[src/rtl/hbt_pkg.sv]
// Shared types for the handshaked byte transfer engine.
package hbt_pkg;

    // Outcome of the handshake decode in one clock cycle.
    typedef enum logic [2:0] {
        HS_NONE,   // transfer active, nothing moves
        HS_PUSH,   // host byte stored into output buffer
        HS_POP,    // next input byte loaded into shift register
        HS_SYNC,   // idle: request line follows acknowledge
        HS_END,    // transfer-in-progress released
        HS_IDLE    // idle, no acknowledge change
    } hs_event_e;

endpackage

[src/rtl/hbt_hs_sampler.sv]
// Keeps the previous level of both host handshake lines and reports changes.
// Assumes tip_n and tack_n are already synchronous to clk.
module hbt_hs_sampler (
    input  logic clk,
    input  logic rst_n,
    input  logic tip_n,
    input  logic tack_n,
    output logic pair_chg,
    output logic tack_chg,
    output logic tip_rise,
    output logic idle_steady
);
    logic prev_tip_n;
    logic prev_tack_n;

    // Remember last sampled levels; the lines reset to their inactive level.
    always_ff @(posedge clk) begin
        if (!rst_n) begin
            prev_tip_n  <= 1'b1;
            prev_tack_n <= 1'b1;
        end else begin
            prev_tip_n  <= tip_n;
            prev_tack_n <= tack_n;
        end
    end

    // Change and level qualifiers relative to the previous sample.
    always_comb begin
        tack_chg    = tack_n != prev_tack_n;
        pair_chg    = tack_chg || (tip_n != prev_tip_n);
        tip_rise    = tip_n && !prev_tip_n;
        idle_steady = tip_n && prev_tip_n;
    end
endmodule

[src/rtl/hbt_in_buf.sv]
// Device-to-host byte store: one synchronous write port and one
// combinational read port. Contents are not reset.
module hbt_in_buf #(
    parameter int DEPTH = 128,
    parameter int DW    = 8,
    localparam int AW   = $clog2(DEPTH)
) (
    input  logic          clk,
    input  logic          wr_en,
    input  logic [AW-1:0] wr_addr,
    input  logic [DW-1:0] wr_data,
    input  logic [AW-1:0] rd_addr,
    output logic [DW-1:0] rd_data
);
    logic [DW-1:0] mem [DEPTH];

    // Device-side write of packet bytes.
    always_ff @(posedge clk) begin
        if (wr_en) mem[wr_addr] <= wr_data;
    end

    assign rd_data = mem[rd_addr];
endmodule

[src/rtl/hbt_out_buf.sv]
// Host-to-device byte store with an append pointer that doubles as the count.
// Assumes push is only raised when not full and never together with clr.
module hbt_out_buf #(
    parameter int DEPTH = 16,
    parameter int DW    = 8,
    localparam int AW   = $clog2(DEPTH),
    localparam int CW   = $clog2(DEPTH + 1)
) (
    input  logic          clk,
    input  logic          rst_n,
    input  logic          push,
    input  logic          clr,
    input  logic [DW-1:0] wr_data,
    input  logic [AW-1:0] rd_addr,
    output logic [DW-1:0] rd_data,
    output logic [CW-1:0] count,
    output logic          full
);
    logic [DW-1:0] mem [DEPTH];

    // Byte count: cleared at end of packet, advanced on each stored byte.
    always_ff @(posedge clk) begin
        if (!rst_n || clr) count <= '0;
        else if (push)     count <= count + CW'(1);
    end

    // Store the byte at the current append position.
    always_ff @(posedge clk) begin
        if (push) mem[count[AW-1:0]] <= wr_data;
    end

    assign full    = count == CW'(DEPTH);
    assign rd_data = mem[rd_addr];
endmodule

[src/rtl/hbt_engine.sv]
// Handshaked byte transfer engine (top). Decodes changes on the host
// handshake lines into byte moves between a shift register and two buffers,
// drives the device request line, and reports completed host packets.
// Assumes in_len never exceeds IN_DEPTH.
module hbt_engine
    import hbt_pkg::*;
#(
    parameter int DW        = 8,
    parameter int IN_DEPTH  = 128,
    parameter int OUT_DEPTH = 16,
    localparam int IN_AW    = $clog2(IN_DEPTH),
    localparam int IN_CW    = $clog2(IN_DEPTH + 1),
    localparam int OUT_AW   = $clog2(OUT_DEPTH),
    localparam int OUT_CW   = $clog2(OUT_DEPTH + 1)
) (
    input  logic              clk,
    input  logic              rst_n,
    input  logic              tip_n,
    input  logic              tack_n,
    output logic              treq_n,
    input  logic              dir_out,
    input  logic              sr_wr_en,
    input  logic [DW-1:0]     sr_wr_data,
    input  logic              sr_ack,
    output logic [DW-1:0]     sr_q,
    output logic              shift_irq,
    input  logic              in_wr_en,
    input  logic [IN_AW-1:0]  in_wr_addr,
    input  logic [DW-1:0]     in_wr_data,
    input  logic              in_commit,
    input  logic [IN_CW-1:0]  in_len,
    input  logic [OUT_AW-1:0] out_rd_addr,
    output logic [DW-1:0]     out_rd_data,
    output logic              pkt_valid,
    output logic [OUT_CW-1:0] pkt_len
);
    logic              pair_chg, tack_chg, tip_rise, idle_steady;
    logic [IN_CW-1:0]  in_idx, in_len_q;
    logic [DW-1:0]     in_byte;
    logic [OUT_CW-1:0] out_count;
    logic              out_full;
    logic              in_pending, in_last;
    hs_event_e         ev;

    hbt_hs_sampler u_smp (
        .clk(clk), .rst_n(rst_n), .tip_n(tip_n), .tack_n(tack_n),
        .pair_chg(pair_chg), .tack_chg(tack_chg),
        .tip_rise(tip_rise), .idle_steady(idle_steady)
    );

    hbt_in_buf #(.DEPTH(IN_DEPTH), .DW(DW)) u_ibuf (
        .clk(clk), .wr_en(in_wr_en), .wr_addr(in_wr_addr),
        .wr_data(in_wr_data), .rd_addr(in_idx[IN_AW-1:0]), .rd_data(in_byte)
    );

    hbt_out_buf #(.DEPTH(OUT_DEPTH), .DW(DW)) u_obuf (
        .clk(clk), .rst_n(rst_n), .push(ev == HS_PUSH), .clr(ev == HS_END),
        .wr_data(sr_q), .rd_addr(out_rd_addr), .rd_data(out_rd_data),
        .count(out_count), .full(out_full)
    );

    // Pending-byte status of the input packet.
    always_comb begin
        in_pending = in_idx < in_len_q;
        in_last    = (in_idx + IN_CW'(1)) >= in_len_q;
    end

    // Classify this cycle's handshake situation.
    always_comb begin
        if (!tip_n) begin
            if (dir_out) ev = (pair_chg && !out_full)  ? HS_PUSH : HS_NONE;
            else         ev = (pair_chg && in_pending) ? HS_POP  : HS_NONE;
        end else if (idle_steady && tack_chg) begin
            ev = HS_SYNC;
        end else if (tip_rise) begin
            ev = HS_END;
        end else begin
            ev = HS_IDLE;
        end
    end

    // Shift register: input-byte load wins over a host write.
    always_ff @(posedge clk) begin
        if (!rst_n)             sr_q <= '0;
        else if (ev == HS_POP)  sr_q <= in_byte;
        else if (sr_wr_en)      sr_q <= sr_wr_data;
    end

    // Shift interrupt flag: any byte move or transfer edge sets, ack clears.
    always_ff @(posedge clk) begin
        if (!rst_n)
            shift_irq <= 1'b0;
        else if (ev inside {HS_PUSH, HS_POP, HS_SYNC, HS_END})
            shift_irq <= 1'b1;
        else if (sr_ack)
            shift_irq <= 1'b0;
    end

    // Device request line.
    always_ff @(posedge clk) begin
        if (!rst_n) begin
            treq_n <= 1'b1;
        end else begin
            unique case (ev)
                HS_POP:          if (in_last) treq_n <= 1'b1;
                HS_SYNC:         treq_n <= tack_n;
                HS_END, HS_IDLE: if (in_pending) treq_n <= 1'b0;
                default:         ;
            endcase
        end
    end

    // Input packet length and read position.
    always_ff @(posedge clk) begin
        if (!rst_n) begin
            in_idx   <= '0;
            in_len_q <= '0;
        end else if (in_commit) begin
            in_idx   <= '0;
            in_len_q <= in_len;
        end else if (ev == HS_POP) begin
            in_idx   <= in_idx + IN_CW'(1);
        end
    end

    // Completed host packet report.
    always_ff @(posedge clk) begin
        if (!rst_n) begin
            pkt_valid <= 1'b0;
            pkt_len   <= '0;
        end else begin
            pkt_valid <= (ev == HS_END) && (out_count != '0);
            if (ev == HS_END) pkt_len <= out_count;
        end
    end
endmodule

[config.mk]
export PLATFORM = sky130hd
export DESIGN_NAME = hbt_engine
export DESIGN_NICKNAME = d
export VERILOG_FILES = /design/src/rtl/hbt_pkg.sv /design/src/rtl/hbt_hs_sampler.sv /design/src/rtl/hbt_in_buf.sv /design/src/rtl/hbt_out_buf.sv /design/src/rtl/hbt_engine.sv
export SDC_FILE = /design/constraint.sdc
export NUM_CORES = 1
export LEC_CHECK = 0
export BUFFER_PORTS_ARGS = -buffer_cell sky130_fd_sc_hd__clkbuf_2
export CORE_MARGIN = 1
export CORE_UTILIZATION = 38
export DETAILED_ROUTE_END_ITERATION = 7
export GPL_TIMING_DRIVEN = 0
export HOLD_SLACK_MARGIN = 0.08
export SYNTH_ARGS = -nofsm -noshare
export SYNTH_HDL_FRONTEND = slang
export SYNTH_SLANG_ARGS = --single-unit
[constraint.sdc]
create_clock -name clk -period 3.2 [get_ports clk]
set_input_delay 0.32 -clock clk [delete_from_list [all_inputs] [get_ports clk]]
set_output_delay 0.32 -clock clk [all_outputs]
set_load 0.05 [all_outputs]
---- Yosys cells after proc, flatten, opt, wreduce, memory -nomap -nowiden ----
Memory sizes are Yosys's and may differ from the RTL's. A register that Yosys moved wholly into a read port is not among the register bits.
Index checks and enable logic that the tools add are counted.
operators by class
  $add $sub $neg .......................... 2
  order comparisons ....................... 2
  equal/unequal tests ..................... 10
  mux-type cells .......................... 19
  bitwise gates (word level) .............. 1
  reduce and logical (&&, ||, !) cells .... 19
operators by type and width
  cell                                                 number
  2-to-1 mux 8 bit                                     2
  2-to-1 mux 7 bit                                     2
  2-to-1 mux 1 bit                                     10
  adder 8 x 1 -> 8 bit, second input constant          1
  >= comparator 8 bit                                  1
  less-than comparator 8 bit                           1
  equality test 3 x 2 -> 1 bit, second input constant  2
  equality test 3 bit, second input constant           2
  logical AND 1 bit                                    6
  2-to-1 mux 3 bit                                     2
  adder 5 x 1 -> 5 bit, second input constant          1
  equality test 5 bit, second input constant           1
  nonzero test 5 bit                                   1
  2-to-1 mux 2 bit                                     2
  inequality test 2 bit, second input constant         2
  nonzero test 2 bit                                   2
  nonzero test 4 bit                                   1
  OR reduction 2 bit                                   2
  equality test 3 x 1 -> 1 bit, second input constant  1
  zero test 1 bit                                      3
  one-hot mux 1 bit (3 select lines)                   1
  AND reduction 3 bit                                  1
  nonzero test 3 bit                                   1
  logical OR 1 bit                                     2
  other kinds (2)                                      3
word-level totals
  register bits ........................... 39
  RAM bits ................................ 1152
  input port bits ......................... 44
  output and inout bits ................... 24
  word-level logic and storage cells ...... 65
  memories ................................ 2
memories
  name        depth  bits a word  rd ports  clocked after memory_dff  wr ports  line               text
  u_ibuf.mem  128    8            1         1                         1         hbt_in_buf.sv:15   logic [DW-1:0] mem [DEPTH];
  u_obuf.mem  16     8            1         0                         1         hbt_out_buf.sv:19  logic [DW-1:0] mem [DEPTH];

---- Depth between registers and ports, before layout ----
  word-level depth ........................ 10
  mapped depth ............................ 12
  gate-level depth less buffers ........... 10

---- By module ----
From an unflattened synthesis, not the netlist that was laid out.
unflattened totals
  cell total of the unflattened synthesis .. 2083
  area total of the unflattened synthesis .. 46714.8 µm²
modules (own cells, without submodules)
  module          instances  cells each  area each (µm²)  sequential area each (µm²)
  hbt_in_buf      1          1627        39505.4          30749.5
  hbt_out_buf     1          250         5281.3           3943.8
  hbt_engine      1          196         1828.0           640.6
  hbt_hs_sampler  1          10          100.1            40.0

---- Worst setup path after synthesis ----
OpenSTA, ideal clock, no wires.
  path kind ............................... input-to-output
  start point ............................. input out_rd_addr[0]
  end point ............................... output out_rd_data[0]
  data arrival time ....................... 2.268 ns
  required time ........................... 2.880 ns
  slack ................................... 0.612 ns
  cell stages on the path ................. 4
  buffers on the path ..................... 2
  path through ............................ clkbuf_1 -> buf_1 -> mux4_2 -> mux4_2
between the ends
  word-level cells in the longest chain between the ends .. 1
RTL lines
  what                 line              text
  start, declared      hbt_engine.sv:32  input logic [OUT_AW-1:0] out_rd_addr,
  memory (16 x 8 bit)  -
  end, declared        hbt_engine.sv:33  output logic [DW-1:0] out_rd_data,
Every way passes these cells.

==> metrics.txt <==
routing usage on met3=6.30%; RSZ-0062 raised after global routing=yes; sequential power share=~54%; Yosys warnings=0; EDFF count, synth=1,152; P&R area growth vs syn=15.7%; grt total ovfl=0; fin crit period=3.29 ns; Post-synth ARST share=0%; Slew Viols, Final=0; Pwr Density=about 590 nW/um^2; ranking of synthesized cells by area=edfxtp_1, mux4_2, dfxtp_1; Clock Root Buffer=clkbuf_16; H-tree depth=3; TritonCTS buffer count=118; status=finished with violations; GRT met2 Usage=34.3%; Synth Cell Area=47,000 sq um; worst-case clock buffer depth=3; Fin Clk Skew=0.0399 ns; Post-synth top cells=edfxtp_1, mux4_2, nor2_1; Die ar.=125,000 sq um; via count=24,800; register bit count reported by yosys=1,198; CP max-delay cell=nor2_1; crit path DAT=3.90 ns; IO buf count=60; max_cap viols=0; first-pass GRT wire length=191,000 um; top_reg_cell synth=edfxtp_1; sequential share of the synthesized area=75.6%; drt via density=5.84; routability-driven placement congestion ratio=0.932; ANT cells=0; failing checks=negative setup slack; # clock sinks=1,198; # rows=128; WS Path Type=flop to flop; CP required=3.81 ns; Yosys top cell area share=between 70% and 80%; share of layout cells above drive strength 1=25.9%; hpwl dp=90,700 um; routed length per placed instance=approximately 32 um; Worst Tran Pin Value=1.38 ns; Core ar.=122,000 sq um; Peak VDD IR=0.000472 V; TritonCTS clock tree=done; GRT Max-Usage Layer=met2; average size of a mapped cell=20.3 sq um; I/O Pins=68; clock latency on the worst-skew pair=0.73 ns; pre-CTS setup slack=-1.40 ns; setup_tns=-0.0927 ns; # fillers=10,200; Fmax=between 300 and 400 MHz; die width=around 350 um; pin count of the biggest net entering global routing=89; initial antenna violation count=2; total net switching power=6.75 mW; met1 global-route usage=28.9%; setup ws final=-0.0927 ns; initial core utilization=38.4%; period utilization=103%; drt total wl=~140,000 um; final hold violation count=0; post-route ant nets=0; startpoint types=flop; Finish-stage setup viols=1; Clock transition at path regs=around 0.060 ns; crit path cell chain=clkbuf_4 > clkbuf_2 > nor2_1 > o21ai_0 > a211oi_1 > nor4_1 > a211o_1 > o32ai_1; Worst Setup End Kind=flop; area leader, netlist=edfxtp_1; number of global-route vias before repair=about 25,000; Sw Share=21.0%; gr usage total=21.8%; Relative slew margins=8.04%; crit-path max cell delay=0.76 ns; DRT Pass-1 Iters=5; top-count cell post-synth=edfxtp_1; Comb pwr share=~3.6%; Clk pwr share=42.3%; Residual DRC=0; post-synthesis instance total=approximately 2,300; Internal Dissipation=25.3 mW; post-synth cell types=64; Util after Layout=44.5%; Die Ht=354 um; Iter 0 DRT Violations=about 3,700; Final nets=around 2,600; Syn Nets=approximately 2,400; worst-path fanout max=10; leakage=about 17 nW; Min-Delay Path Class=primary input to flop
==> cells in the final DEF, fill, tap and decap left out, types with 10 or more instances in the layout <==
master and n:
dfxtp_1 45, nor2_1 186, clkbuf_16 119, inv_1 21, xor2_1 14, nor2b_1 16, clkbuf_1 63, o21ai_0 27
buf_12 16, buf_4 20, mux2i_2 11, clkbuf_2 61, dlygate4sd3_1 21, mux2_2 20, clkinv_2 22, bufinv_16 10
buf_6 20, nand3_1 22, ha_1 23, a22oi_1 16, nor3_1 19, buf_8 12, nand2_1 70, clkbuf_4 13
o22ai_1 28, edfxtp_1 1152, a21oi_1 21, mux2i_1 52, clkinv_1 23, mux4_2 283
==> worst max-delay path, delay by kind of cell, from the launching register on <==
family,cells,cell delay [ns]
compound gates,4,1.25
buf+inv,2,0.63
flops,1,0.38
simple gates,2,0.92
==> state kept, by name, summed over array words and instances (netlist names), named ones only <==
signal             count
in_idx                 8
u_obuf.mem           128
u_obuf.count           5
u_smp.prev_tack_n      1
sr_q                   8
pkt_len                5
treq_n                 1
u_smp.prev_tip_n       1
u_ibuf.mem          1024
pkt_valid              1
in_len_q               8
shift_irq              1
==> cells by family after synthesis <==
kind of cell,synth area share [%]
muxes,15.7
xor gates and xnor gates,0.336
DFF,75.6
AOI/OAI and AO/OA,2.63
and+or+nand+nor,3.50
adders and majority gates,0.613
buffers and inverters,1.61
==> what timing repair did <==
item | 4_1_cts | 5_1_grt
hold buffers | 21 | 0
gates resized for setup | 152 | 58
endpoints found under the setup margin | 8 | 42
buffers inserted | 0 | 8
cloned | 0 | 0
hold endpoints to repair | 20 | 0
pin swaps | 7 | 8
==> layout make-up <==
type	count	area, sq um	share of cell area (%)
tap	1625	2030	3.74
multi-input combinational	968	11000	20.3
clock buffer	154	3120	5.74
buffer	117	1110	2.04
timing repair buffer	100	816	1.50
clock inverter	65	623	1.15
inverter	23	92.6	0.170
sequential	1198	35500	65.3
==> power groups by stage <==
stage | clock (mW) | sequential (mW) | combinational, mW
6_report | 13.6 | 17.4 | 1.17
3_3_place_gp | 0 | 17.7 | 1.03
5_1_grt | 14.2 | 17.4 | 1.22
3_5_place_dp | 0 | 17.7 | 1.09
4_1_cts | 13.7 | 17.4 | 1.14
2_1_floorplan | 0 | 17.7 | 0.503
==> metrics by stage <==
stage | cells | hold slack (ns) | power, mW | cell area (sq um)
6_report | 4250 | 0.130 | 32.1 | 54400
5_1_grt | 4250 | 0.121 | 32.8 | 54400
4_1_cts | 4243 | 0.0985 | 32.2 | 54100
3_5_place_dp | 4004 | 0.487 | 18.8 | 49600
3_3_place_gp | 3994 | 0.476 | 18.8 | 49300
2_1_floorplan | 2309 | 0.419 | 18.2 | 47000
==> final timing paths <==
kind                       from    endpoint  slack (ns)  cells past startpoint
hold / removal    sr_wr_data[3]     sr_q[3]        0.13                      4
setup / recovery           flop     sr_q[0]       -0.09                      8
hold reg to reg      pkt_len[3]  pkt_len[3]        0.50                      2
setup reg to reg           flop     sr_q[0]       -0.09                      8
==> metal layers <==
metal  vias to the layer above  wire length (um)
met5                         -                26
met4                         4              5000
met3                       269             15900
met2                      1613             64200
met1                     12900             51700
li1                       9990                 -
(Power assumes the default switching activity.)
